$ cat src/rtl/buck_gate_pkg.sv
`timescale 1ns/1ps
package buck_gate_pkg;

  // High-side cutoff point inside a period: nine tenths, rounded down.
  function automatic int unsigned duty_cutoff(input int unsigned period_cyc);
    return (period_cyc * 9) / 10;
  endfunction

  // Width needed to hold values 0..max_val.
  function automatic int unsigned hold_width(input int unsigned max_val);
    return (max_val < 2) ? 1 : $clog2(max_val + 1);
  endfunction

endpackage

$ cat src/rtl/bgd_sync.sv
`timescale 1ns/1ps
module bgd_sync #(
  parameter int unsigned WIDTH  = 2,
  parameter int unsigned STAGES = 2
) (
  input  logic             clk,
  input  logic             rst_n,
  input  logic [WIDTH-1:0] d_async,
  output logic [WIDTH-1:0] q_sync
);

  logic [WIDTH-1:0] stage_q [STAGES];

  for (genvar i = 0; i < STAGES; i++) begin : g_stage
    if (i == 0) begin : g_first
      always_ff @(posedge clk or negedge rst_n) begin
        if (!rst_n) stage_q[i] <= '0;
        else        stage_q[i] <= d_async;
      end
    end else begin : g_next
      always_ff @(posedge clk or negedge rst_n) begin
        if (!rst_n) stage_q[i] <= '0;
        else        stage_q[i] <= stage_q[i-1];
      end
    end
  end

  assign q_sync = stage_q[STAGES-1];

endmodule

$ cat src/rtl/bgd_period_guard.sv
`timescale 1ns/1ps
module bgd_period_guard
  import buck_gate_pkg::*;
#(
  parameter int unsigned PERIOD_CYC = 40
) (
  input  logic clk,
  input  logic rst_n,
  input  logic en,
  input  logic strobe,
  input  logic pwm_s,
  input  logic ocp_s,
  output logic hs_req,
  output logic ls_req,
  output logic clamp_hit,
  output logic ocp_hold,
  output logic armed
);

  localparam int unsigned CUTOFF = duty_cutoff(PERIOD_CYC);
  localparam int unsigned CW     = hold_width(CUTOFF);

  logic [CW-1:0] pos_q;
  logic          ocp_lat_q;
  logic          window;

  // Position in the period, saturating at the cutoff (window closed).
  always_ff @(posedge clk or negedge rst_n) begin
    if (!rst_n)                  pos_q <= CW'(CUTOFF);
    else if (strobe)             pos_q <= '0;
    else if (pos_q < CW'(CUTOFF)) pos_q <= pos_q + CW'(1);
  end

  // Arming: switching may begin only after a strobe seen while enabled.
  always_ff @(posedge clk or negedge rst_n) begin
    if (!rst_n)      armed <= 1'b0;
    else if (!en)    armed <= 1'b0;
    else if (strobe) armed <= 1'b1;
  end

  // Over-current latch: a set beats the strobe clear.
  always_ff @(posedge clk or negedge rst_n) begin
    if (!rst_n)      ocp_lat_q <= 1'b0;
    else if (ocp_s)  ocp_lat_q <= 1'b1;
    else if (strobe) ocp_lat_q <= 1'b0;
  end

  assign clamp_hit = (pos_q == CW'(CUTOFF));
  assign window    = armed && !clamp_hit;
  assign ocp_hold  = ocp_s || ocp_lat_q;
  assign hs_req    = en && window && pwm_s && !ocp_hold;
  assign ls_req    = en && armed && !hs_req;

  AST_ARM_ON_STROBE: assert property (@(posedge clk) disable iff (!rst_n)
    $rose(armed) |-> $past(strobe));

  AST_OCP_LATCH_HELD: assert property (@(posedge clk) disable iff (!rst_n)
    (ocp_hold && !strobe) |=> ocp_hold);

  AST_REQ_EXCLUSIVE: assert property (@(posedge clk) disable iff (!rst_n)
    !(hs_req && ls_req));

endmodule

$ cat src/rtl/bgd_deadtime.sv
`timescale 1ns/1ps
module bgd_deadtime
  import buck_gate_pkg::*;
#(
  parameter int unsigned DEAD_CYC = 2
) (
  input  logic clk,
  input  logic rst_n,
  input  logic en,
  input  logic hs_req,
  input  logic ls_req,
  output logic hs_on,
  output logic ls_on
);

  localparam int unsigned DW = hold_width(DEAD_CYC);

  logic [DW-1:0] idle_q;
  logic          both_off;
  logic          gap_done;
  logic          hs_nx;
  logic          ls_nx;

  assign both_off = !hs_on && !ls_on;
  assign gap_done = (32'(idle_q) + 32'd1) >= 32'(DEAD_CYC);

  // Count cycles in which both registered commands have been seen off.
  always_ff @(posedge clk or negedge rst_n) begin
    if (!rst_n)                       idle_q <= '0;
    else if (!both_off)               idle_q <= '0;
    else if (idle_q < DW'(DEAD_CYC))  idle_q <= idle_q + DW'(1);
  end

  // A command holds while requested; it may only start once both sides are off and the gap has run.
  assign hs_nx = en && hs_req && (hs_on || (both_off && gap_done));
  assign ls_nx = en && ls_req && (ls_on || (both_off && gap_done));

  always_ff @(posedge clk or negedge rst_n) begin
    if (!rst_n) begin
      hs_on <= 1'b0;
      ls_on <= 1'b0;
    end else begin
      hs_on <= hs_nx;
      ls_on <= ls_nx;
    end
  end

  AST_NO_SHOOT_THROUGH: assert property (@(posedge clk) disable iff (!rst_n)
    !(hs_on && ls_on));

  AST_HS_AFTER_LS_OFF: assert property (@(posedge clk) disable iff (!rst_n)
    $rose(hs_on) |-> !$past(ls_on));

  AST_LS_AFTER_HS_OFF: assert property (@(posedge clk) disable iff (!rst_n)
    $rose(ls_on) |-> !$past(hs_on));

endmodule

$ cat src/rtl/buck_gate_ctrl.sv
`timescale 1ns/1ps
module buck_gate_ctrl #(
  parameter int unsigned PERIOD_CYC  = 40,
  parameter int unsigned DEAD_CYC    = 2,
  parameter int unsigned SYNC_STAGES = 2
) (
  input  logic clk,
  input  logic rst_n,
  input  logic en,
  input  logic period_strobe,
  input  logic pwm_raw,
  input  logic ocp_raw,
  output logic hs_on,
  output logic ls_on
);

  logic [1:0] raw_bus;
  logic [1:0] sync_bus;
  logic       pwm_s;
  logic       ocp_s;
  logic       hs_req;
  logic       ls_req;
  logic       clamp_hit;
  logic       ocp_hold;
  logic       armed;

  assign raw_bus = {ocp_raw, pwm_raw};

  bgd_sync #(
    .WIDTH  (2),
    .STAGES (SYNC_STAGES)
  ) u_sync (
    .clk     (clk),
    .rst_n   (rst_n),
    .d_async (raw_bus),
    .q_sync  (sync_bus)
  );

  assign pwm_s = sync_bus[0];
  assign ocp_s = sync_bus[1];

  bgd_period_guard #(
    .PERIOD_CYC (PERIOD_CYC)
  ) u_guard (
    .clk       (clk),
    .rst_n     (rst_n),
    .en        (en),
    .strobe    (period_strobe),
    .pwm_s     (pwm_s),
    .ocp_s     (ocp_s),
    .hs_req    (hs_req),
    .ls_req    (ls_req),
    .clamp_hit (clamp_hit),
    .ocp_hold  (ocp_hold),
    .armed     (armed)
  );

  bgd_deadtime #(
    .DEAD_CYC (DEAD_CYC)
  ) u_dead (
    .clk    (clk),
    .rst_n  (rst_n),
    .en     (en),
    .hs_req (hs_req),
    .ls_req (ls_req),
    .hs_on  (hs_on),
    .ls_on  (ls_on)
  );

  AST_CAP_FORCES_OFF: assert property (@(posedge clk) disable iff (!rst_n)
    clamp_hit |=> !hs_on);

  AST_OCP_BLANKS_HS: assert property (@(posedge clk) disable iff (!rst_n)
    ocp_hold |=> !hs_on);

  AST_DISABLE_OFF: assert property (@(posedge clk) disable iff (!rst_n)
    !en |=> (!hs_on && !ls_on));

  AST_UNARMED_IDLE: assert property (@(posedge clk) disable iff (!rst_n)
    !armed |=> (!hs_on && !ls_on));

  AST_RESET_IDLE: assert property (@(posedge clk)
    !rst_n |=> (!hs_on && !ls_on));

endmodule

$ cat config.mk
export PLATFORM = sky130hd
export DESIGN_NAME = buck_gate_ctrl
export DESIGN_NICKNAME = d
export VERILOG_FILES = /design/src/rtl/buck_gate_pkg.sv /design/src/rtl/bgd_sync.sv /design/src/rtl/bgd_period_guard.sv /design/src/rtl/bgd_deadtime.sv /design/src/rtl/buck_gate_ctrl.sv
export SDC_FILE = /design/constraint.sdc
export NUM_CORES = 1
export LEC_CHECK = 0
export BUFFER_PORTS_ARGS = -buffer_cell sky130_fd_sc_hd__buf_2
export CORE_ASPECT_RATIO = 1.25
export CORE_MARGIN = 3
export CORE_UTILIZATION = 40
export CTS_BUF_LIST = sky130_fd_sc_hd__clkbuf_8
export DETAILED_ROUTE_END_ITERATION = 7
export GPL_ROUTABILITY_DRIVEN = 0
export PLACE_DENSITY = 0.66
export SETUP_SLACK_MARGIN = 0.15
export SKIP_LAST_GASP = 1
export SYNTH_ARGS = -nofsm -noshare
export SYNTH_HDL_FRONTEND = slang
export SYNTH_SLANG_ARGS = --single-unit
export TNS_END_PERCENT = 30
$ cat constraint.sdc
create_clock -name clk -period 1.3 [get_ports clk]
set_input_delay 0.325 -clock clk [delete_from_list [all_inputs] [get_ports clk]]
set_output_delay 0.325 -clock clk [all_outputs]
set_load 0.01 [all_outputs]
==> impl_metrics.py, run 1 <==
metrics = {
    "sta": {
        "slew_viol_final": 0,
        "worstMarginPinSlew_ns": 0.341,
        "hold_violations": 0,
        "finalCriticalPeriod_ns": 1.18,
        "fin_setup_tns_ns": 0,
        "fmax_mhz": 844,
        "clock_skew_ns": 0.000661,
        "min_period_over_period_pct": 91.1,
        "rsz0062_at_grt": "yes",
        "max_slew_margin_pct": 77.3,
        "finalSetupViolCount": 0,
    },
    "cts": {
        "clk_latency_ns": 0.25,
        "cts_made_buffers": 3,
        "cts_tree": "yes",
        "cts-root-buf": "clkbuf_8",
        "htreeDepth": 1,
        "cts.path.max_buffers": 2,
        "clk_pin_slew_worst_paths_ns": 0.06,
        "cts.sinks": 16,
    },
    "routing": {
        "wire_per_inst_um": 14.1,
        "dr.pass1.iters": 2,
        "first_iter_violations": 2,
        "antenna_left": 0,
        "dr_total_vias": 450,
        "drt_wl_total_mm": 1.24,
        "post_drt_via_cell_ratio": 5.11,
        "drc_errors": 0,
    },
    "worst_setup_path": {
        "path_class": "register to register",
        "worstPathArrival_ns": 1.36,
        "crit_required_ns": 1.47,
        "start_kind": "register",
        "worst-r2r-cell-count": 3,
        "crit_path_end_kind": "register",
        "worstPathMaxFanout": 3,
    },
    "layout": {
        "final-instance-count-excl-fill": 88,
        "fill_cells": 131,
        "multi_input_area_um2": 274,
        "antenna_cells": 0,
        "nNetsFinal": 81,
        "area_growth_pct": 23.2,
        "final_area_um2": 831,
        "drive_gt1_share_pct": 29.6,
        "seqCellArea_um2": 404,
    },
    "grt": {
        "gr-total-overflow": 0,
        "antenna_found_initial": 0,
        "grtUsageTotal_pct": 14.4,
        "grt_start_max_net_pins": 17,
        "grt_pass1_vias": 463,
        "grt_pass1_wl_mm": 2.19,
    },
    "pwr": {
        "pwr-share-clk_pct": 32.6,
        "combPwrFrac_pct": 14.6,
        "p_total_mw": 1.12,
        "p_switching_uw": 284,
        "p_int_uw": 837,
        "power-per-cell-area_nw_per_um2": 1350,
        "p_leak_nw": 0.379,
        "p_seq_share_pct": 52.8,
        "switching_share_pct": 25.3,
        "peakVddDrop_uv": 770,
    },
    "min_path": {
        "hp-class": "input pin to register",
        "whs_path_depth": 1,
    },
    "placement": {
        "portBuffers": 7,
        "placedCellCount": 81,
        "dp_hpwl_um": 838,
        "dpl-instance-area_um2": 731,
    },
    "logic_synthesis": {
        "syn_area_um2": 674,
        "netlist_instances": 57,
        "syn_nets": 66,
        "yosysWarnings": 0,
        "synth_cell_types": 22,
        "synth-seq-cells": 16,
        "avgSynthCellArea_um2": 11.8,
        "ys_seq_area_share_pct": 59.7,
    },
    "floorplanning": {
        "core-area_um2": 1480,
        "die_w_um": 42.7,
        "io_pins": 8,
        "rows": 15,
        "start_util_pct": 45.5,
        "die_h_um": 51.9,
        "dieArea_um2": 2220,
    },
    "run": {
        "cap_violations": 0,
    },
    "outcome": {
        "status": "complete, no violations",
    },
}
-- what timing repair did --
action | 4_1_cts | 5_1_grt
gates cloned | 0 | 0
hold endpoints to repair | 14 | 0
endpoints found under the setup margin | 4 | 9
hold buffers | 1 | 0
gates resized for setup | 4 | 3
pin swaps | 2 | 1
setup buffers | 2 | 0
-- metrics by stage --
stage | setup WS [ns] | utilization (%) | hold WS, ns
5_1_grt | 0.0341 | 56.0 | 0.164
3_5_place_dp | 0.0175 | 49.3 | 0.250
4_1_cts | 0.109 | 55.5 | 0.174
3_3_place_gp | 0.0927 | 49.3 | 0.251
2_1_floorplan | 0.155 | - | 0.0294
6_report | 0.116 | 56.0 | 0.181
-- cell usage after synthesis --
cell type  instances  share of area [%]
a211oi_2           1                1.9
a21o_1             1                1.1
a21oi_1            2                1.5
and4bb_1           1                1.9
dfrtp_1           14                 52
dfstp_2            2                7.8
ha_1               3                5.6
inv_1              6                3.3
mux2i_1            1                1.5
nand2_1            1               0.56
nand3_1            1               0.74
nand3b_1           1                1.1
nand4b_1           2                2.6
nor2_1             8                4.5
nor3_1             2                1.5
o211ai_1           1                1.1
o21a_1             3                3.3
o21ai_0            2                1.5
o31ai_2            1                1.9
or3_1              1               0.93
xnor2_1            1                1.3
xor2_1             2                2.6
-- worst paths after layout --
kind	start	to	slack [ns]
hold reg to reg	u_sync.stage_q[2]	u_sync.q_sync[0]	0.35
setup / recovery	u_guard.pos_q[2]	u_guard.pos_q[3]	0.12
setup reg to reg	u_guard.pos_q[2]	u_guard.pos_q[3]	0.12
max in group asynchronous	rst_n	u_guard.pos_q[5]	0.50
min in group asynchronous	rst_n	u_guard.pos_q[1]	0.51
hold / removal	ocp_raw	u_sync.stage_q[3]	0.18
-- final cells by class --
class,count,area share [%]
clock inverter,1,0.452
sequential,16,48.6
timing repair buffer,10,7.68
inverter,6,2.71
multi-input combinational,35,33.0
clock buffer,3,4.97
tap,17,2.56
-- worst max-delay path, stage by stage, from the launching register on --
cell,delay [ns]
dfstp_2,0.56
nand3_2,0.10
or3_4,0.34
a21oi_2,0.12
-- metal layers --
layer	track usage, %	share of wire, %
met1	15.5	42
met2	23.5	51
met3	5.19	3.2
met4	9.33	3.5
met5	0	0
-- sequential cells by signal (all words and copies together) (netlist names) --
signal and cells:
u_guard.ocp_lat_q 1, u_sync.stage_q 2, u_dead.hs_on 1, u_guard.pos_q 6, u_dead.ls_on 1, u_dead.idle_q 2, u_sync.q_sync 2, u_guard.armed 1
-- power by group through the flow --
stage               Sequential (mW)  Combinational [mW]  Clock, mW
finish                        0.592               0.164      0.365
global route                  0.599               0.192      0.415
CTS                           0.592               0.166      0.382
detailed placement            0.601               0.156          0
global placement              0.597               0.148          0
floorplan                     0.593               0.105          0
-- cell usage in the layout (no fill, tap or decap) --
cell type | netlist | routed
nand2_1 | 1 | 1
dfrtp_1 | 14 | 13
xnor2_1 | 1 | 1
and4bb_1 | 1 | 1
nand4b_1 | 2 | 2
dlygate4sd3_1 | 0 | 1
nor3_1 | 2 | 2
o21a_1 | 3 | 3
buf_2 | 0 | 7
a21oi_2 | 0 | 1
buf_6 | 0 | 1
a211oi_2 | 1 | 1
dfrtp_2 | 0 | 1
o21ai_0 | 2 | 2
buf_4 | 0 | 1
inv_1 | 6 | 7
o211ai_1 | 1 | 1
clkbuf_8 | 0 | 3
a21o_1 | 1 | 1
nor2_1 | 8 | 8
o31ai_4 | 0 | 1
xor2_1 | 2 | 2
ha_1 | 3 | 2
a21oi_1 | 2 | 1
ha_2 | 0 | 1
mux2i_1 | 1 | 1
or3_4 | 0 | 1
dfstp_2 | 2 | 2
nand3_2 | 0 | 1
nand3b_1 | 1 | 1
-- cells by family after synthesis --
family | count (synthesis) | synth area share [%]
AND/OR/NAND/NOR | 17 | 13.7
buffers and inverters | 6 | 3.34
adder cells (fa/ha/maj) | 3 | 5.57
multiplexers | 1 | 1.48
AO/OA/AOI/OAI | 11 | 12.2
XOR/XNOR | 3 | 3.90
flip-flops | 16 | 59.7
(Power assumes the default switching activity.)
==> run 2: changes to the inputs <==
Settings changed: CORE_MARGIN 3 to default.
==> run 2 against run 1 <==
Worst setup slack improved by 0.022 ns; sequential power about the same; critical path type unchanged; largest power group unchanged; count of clock-buffer cells in the layout rose by 1; routed wire length fell by 7.7%; critical path depth unchanged; worst hold slack lost 0.0012 ns; cell area decreased by 1.2%.
==> impl_metrics.py, run 2 (synthesis gave the netlist of run 1 again) <==
metrics = {
    "outcome": {
        "status": "complete, no violations",
    },
    "cts": {
        "clk_latency_ns": 0.25,
        "cts.sinks": 16,
        "htreeDepth": 1,
        "clk_pin_slew_worst_paths_ns": 0.06,
        "cts_tree": "yes",
        "cts_made_buffers": 3,
        "cts-root-buf": "clkbuf_8",
        "cts.path.max_buffers": 2,
    },
    "grt": {
        "grt_pass1_wl_mm": 1.74,
        "grt_start_max_net_pins": 17,
        "grt_pass1_vias": 417,
        "gr-total-overflow": 0,
        "antenna_found_initial": 0,
        "grtUsageTotal_pct": 14.6,
    },
    "sta": {
        "finalCriticalPeriod_ns": 1.16,
        "finalSetupViolCount": 0,
        "hold_violations": 0,
        "worstMarginPinSlew_ns": 0.346,
        "slew_viol_final": 0,
        "min_period_over_period_pct": 89.4,
        "clock_skew_ns": 0.00170,
        "rsz0062_at_grt": "yes",
        "fin_setup_tns_ns": 0,
        "max_slew_margin_pct": 76.9,
        "layout_setup_ws_ns": 0.137,
        "hold_ws_ns": 0.180,
        "fmax_mhz": 860,
    },
    "worst_setup_path": {
        "worst-r2r-cell-count": 3,
        "cp_cell_sequence": "nand3_2 > or3_1 > a21oi_1",
        "cp_top_family": "flip-flops",
        "worstPathArrival_ns": 1.34,
        "reg2reg_to": "u_guard.pos_q[3]",
        "start_kind": "register",
        "crit_path_end": "u_guard.pos_q[3]",
        "path_class": "register to register",
        "crit_path_end_kind": "register",
        "worstPathMaxFanout": 5,
        "crit_path_start": "u_guard.pos_q[2]",
        "cp.depth": 3,
        "crit_required_ns": 1.47,
        "rrSetupSlack_ns": 0.14,
        "path_buf_inv": 0,
        "r2r_start": "u_guard.pos_q[2]",
        "slowest_delay_ns": 0.56,
        "cp_slowest_cell": "dfstp_2",
    },
    "floorplanning": {
        "die_w_um": 38.7,
        "dieArea_um2": 1860,
        "rows": 16,
        "core-area_um2": 1580,
        "die_h_um": 47.9,
        "start_util_pct": 42.6,
        "io_pins": 8,
    },
    "layout": {
        "largest_register_ffs": 6,
        "layout_commonest_cell": "dfrtp_1",
        "nNetsFinal": 80,
        "antenna_cells": 0,
        "area_growth_pct": 21.7,
        "drive_gt1_share_pct": 27.1,
        "postLayoutCoreUtil_pct": 51.9,
        "most-common-layout-cells": "12 x dfrtp_1, 8 x nor2_1, 7 x buf_2",
        "regMostFlops": "u_guard.pos_q",
    },
    "placement": {
        "portBuffers": 7,
        "dp_hpwl_um": 791,
        "place_worst_setup_slack_ns": 0.0873,
    },
    "routing": {
        "dr.pass1.iters": 4,
        "drc_errors": 0,
        "antenna_left": 0,
        "drt_wl_total_mm": 1.15,
        "post_drt_via_cell_ratio": 5.35,
        "first_iter_violations": 6,
        "wire_per_inst_um": 13.0,
        "dr_total_vias": 471,
    },
    "run": {
        "cap_violations": 0,
    },
    "min_path": {
        "min_from": "pwm_raw",
        "hp-class": "input pin to register",
    },
    "pwr": {
        "power-per-cell-area_nw_per_um2": 1450,
        "p_leak_nw": 0.373,
        "peakVddDrop_uv": 1130,
    },
}
[run 2: power by group]
group	switching, mW	internal [mW]	total [mW]
Sequential	0.0433	0.551	0.594
Clock	0.164	0.269	0.432
Combinational	0.0886	0.0750	0.164
[run 2: area by class of cell]
type | count | area [um^2]
well taps | 18 | 22.5
inverters | 6 | 22.5
flip-flops and latches | 16 | 405
clock buffers | 4 | 55.1
multi-input cells | 35 | 263
repair buffers | 9 | 52.6
fillers | 142 | 761
[run 2: worst register-to-register path, cell delays in order (launching register included)]
cell	delay [ns]
dfstp_2	0.56
nand3_2	0.09
or3_1	0.31
a21oi_1	0.12
[run 2: what timing repair did]
action                     CTS  global route
setup endpoints to repair    7             8
buffers inserted             1             0
pin swaps                    1             1
hold endpoints to repair    14             0
resized for setup            4             0
hold buffers                 1             0
[run 2: stage by stage]
| step | cell area, um^2 | power (mW) | instances |
|---|---|---|---|
| 6_report | 821 | 1.19 | 88 |
| 5_1_grt | 821 | 1.24 | 88 |
| 4_1_cts | 821 | 1.20 | 88 |
| 3_5_place_dp | 732 | 0.760 | 82 |
| 3_3_place_gp | 732 | 0.744 | 82 |
| 2_1_floorplan | 674 | 0.698 | 57 |
[run 2: per-layer routing]
layer	track usage [%]	part of all wire, %	vias to the layer above
met5	0	0	-
met4	12.4	3.1	0
met3	4.19	4.5	6
met2	23.3	49	15
met1	15.9	43	229
li1	-	-	221
[run 2: worst min path at each step]
stage                                    to  slack (ns)  depth (start not counted)
after floorplan                u_dead.hs_on        0.03                          0
after global placement         u_dead.ls_on        0.25                          1
after detailed placement       u_dead.ls_on        0.25                          1
after CTS                 u_sync.stage_q[3]        0.17                          1
final                     u_sync.stage_q[2]        0.18                          1
after global routing      u_sync.stage_q[3]        0.17                          1
==> run 3: changes to the inputs <==
Settings changed: CORE_ASPECT_RATIO 1.25 to default, CORE_UTILIZATION 40 to 45, PLACE_DENSITY 0.66 to 0.72.
==> run 3 against run 2 <==
Core utilization increased by 8.7 points; global-route usage up 0.99 points; fmax is 2.0% lower; flip-flop and latch count unchanged; sequential power barely moved; via count shrank 5.5%; critical path depth did not move; routed wire length fell by 11%; power is 1.4% lower; clock skew fell by 0.00069 ns; largest cell class unchanged.
==> impl_metrics.py, run 3 (synthesis gave the netlist of run 1 again) <==
metrics = {
    "outcome": {
        "status": "complete, no violations",
    },
    "floorplanning": {
        "io_pins": 8,
        "rows": 13,
        "core-area_um2": 1350,
        "start_util_pct": 50.0,
        "die_h_um": 40.7,
        "die_w_um": 40.7,
        "dieArea_um2": 1660,
    },
    "layout": {
        "nNetsFinal": 80,
        "regMostFlops": "u_guard.pos_q",
        "most-common-layout-cells": "13 x dfrtp_1, 8 x nor2_1, 7 x buf_2",
        "largest_register_ffs": 6,
        "antenna_cells": 0,
        "area_growth_pct": 21.3,
        "layout_commonest_cell": "dfrtp_1",
        "drive_gt1_share_pct": 28.6,
    },
    "worst_setup_path": {
        "cp_cell_sequence": "nand3_2 > or3_1 > a21oi_1",
        "crit_path_start": "u_guard.pos_q[2]",
        "path_class": "register to register",
        "crit_required_ns": 1.47,
        "crit_path_end_kind": "register",
        "worstPathArrival_ns": 1.35,
        "start_kind": "register",
        "path_buf_inv": 0,
        "cp_top_family": "flip-flops",
        "worstPathMaxFanout": 5,
        "cp_slowest_cell": "dfstp_2",
        "slowest_delay_ns": 0.59,
        "r2r_start": "u_guard.pos_q[2]",
    },
    "cts": {
        "cts_made_buffers": 3,
        "clk_latency_ns": 0.24,
        "htreeDepth": 1,
        "cts_tree": "yes",
        "cts-root-buf": "clkbuf_8",
        "clk_pin_slew_worst_paths_ns": 0.06,
        "cts.sinks": 16,
        "cts.path.max_buffers": 2,
    },
    "sta": {
        "finalSetupViolCount": 0,
        "fin_setup_tns_ns": 0,
        "slew_viol_final": 0,
        "min_period_over_period_pct": 91.2,
        "hold_violations": 0,
        "clock_skew_ns": 0.00101,
        "hold_ws_ns": 0.185,
        "rsz0062_at_grt": "yes",
        "finalCriticalPeriod_ns": 1.19,
        "max_slew_margin_pct": 76.7,
        "worstMarginPinSlew_ns": 0.350,
        "fmax_mhz": 843,
    },
    "placement": {
        "portBuffers": 7,
        "dp_hpwl_um": 727,
    },
    "grt": {
        "grt_pass1_vias": 366,
        "gr-total-overflow": 0,
        "grtUsageTotal_pct": 15.6,
        "grt_start_max_net_pins": 17,
        "antenna_found_initial": 0,
        "grt_pass1_wl_mm": 1.57,
    },
    "routing": {
        "post_drt_via_cell_ratio": 5.24,
        "antenna_left": 0,
        "drt_wl_total_mm": 1.02,
        "dr.pass1.iters": 2,
        "drc_errors": 0,
        "wire_per_inst_um": 12.0,
        "first_iter_violations": 1,
        "dr_total_vias": 445,
    },
    "pwr": {
        "p_leak_nw": 0.372,
        "peakVddDrop_uv": 940,
        "power-per-cell-area_nw_per_um2": 1430,
        "p_total_mw": 1.17,
    },
    "min_path": {
        "min_from": "ocp_raw",
        "hp-class": "input pin to register",
    },
    "run": {
        "cap_violations": 0,
    },
}
-- run 3: worst reg2reg max path: stages, from the launching register on --
cell and delay [ns]:
dfstp_2 0.59, nand3_2 0.09, or3_1 0.31, a21oi_1 0.12
-- run 3: repair_timing --
| item | in CTS | in global routing |
|---|---|---|
| gates resized for setup | 1 | 4 |
| hold endpoints to repair | 14 | 0 |
| pin swaps | 0 | 5 |
| hold buffers | 1 | 0 |
| setup endpoints to repair | 2 | 9 |
| setup buffers | 1 | 0 |
-- run 3: cell type report --
class / count / area [um^2]
Clock buffer: 4 / 55.1
Fill cell: 105 / 532
Inverter: 6 / 22.5
Multi-Input combinational cell: 35 / 265
Sequential cell: 16 / 404
Tap cell: 15 / 18.8
Timing Repair Buffer: 9 / 52.6
-- run 3: final timing paths --
kind,to,slack (ns),cells past startpoint
min reg2reg,u_sync.q_sync[0],0.35,0
min,u_sync.stage_q[3],0.19,1
max reg2reg,u_guard.pos_q[3],0.11,3
min in group asynchronous,u_dead.idle_q[1],0.52,2
max in group asynchronous,u_guard.pos_q[2],0.48,2
max,u_guard.pos_q[3],0.11,3
-- run 3: metrics by stage --
stage | cells | util, % | area (um^2) | setup slack [ns]
floorplan | 57 | - | 674 | 0.155
global placement | 79 | 53.9 | 728 | 0.103
detailed placement | 79 | 53.9 | 728 | 0.0936
CTS | 85 | 59.7 | 806 | 0.102
global route | 85 | 60.6 | 818 | 0.0584
finish | 85 | 60.6 | 818 | 0.114
-- run 3: layer usage --
metal  share of wire [%]  wire, um  GRT usage, %  up-vias
met1                  52       531          20.0      216
met2                  44       451          22.6        4
met3                 2.4        24          4.89        2
met5                   0         0             0        -
met4                 1.2        12          10.0        0
li1                    -         -             -      223
-- run 3: where the power goes --
| group | internal, mW | leakage, nW | switching, mW |
|---|---|---|---|
| logic | 0.0748 | 0.151 | 0.0825 |
| clock network | 0.268 | 0.0288 | 0.156 |
| registers | 0.551 | 0.192 | 0.0413 |
| total | 0.893 | 0.372 | 0.280 |
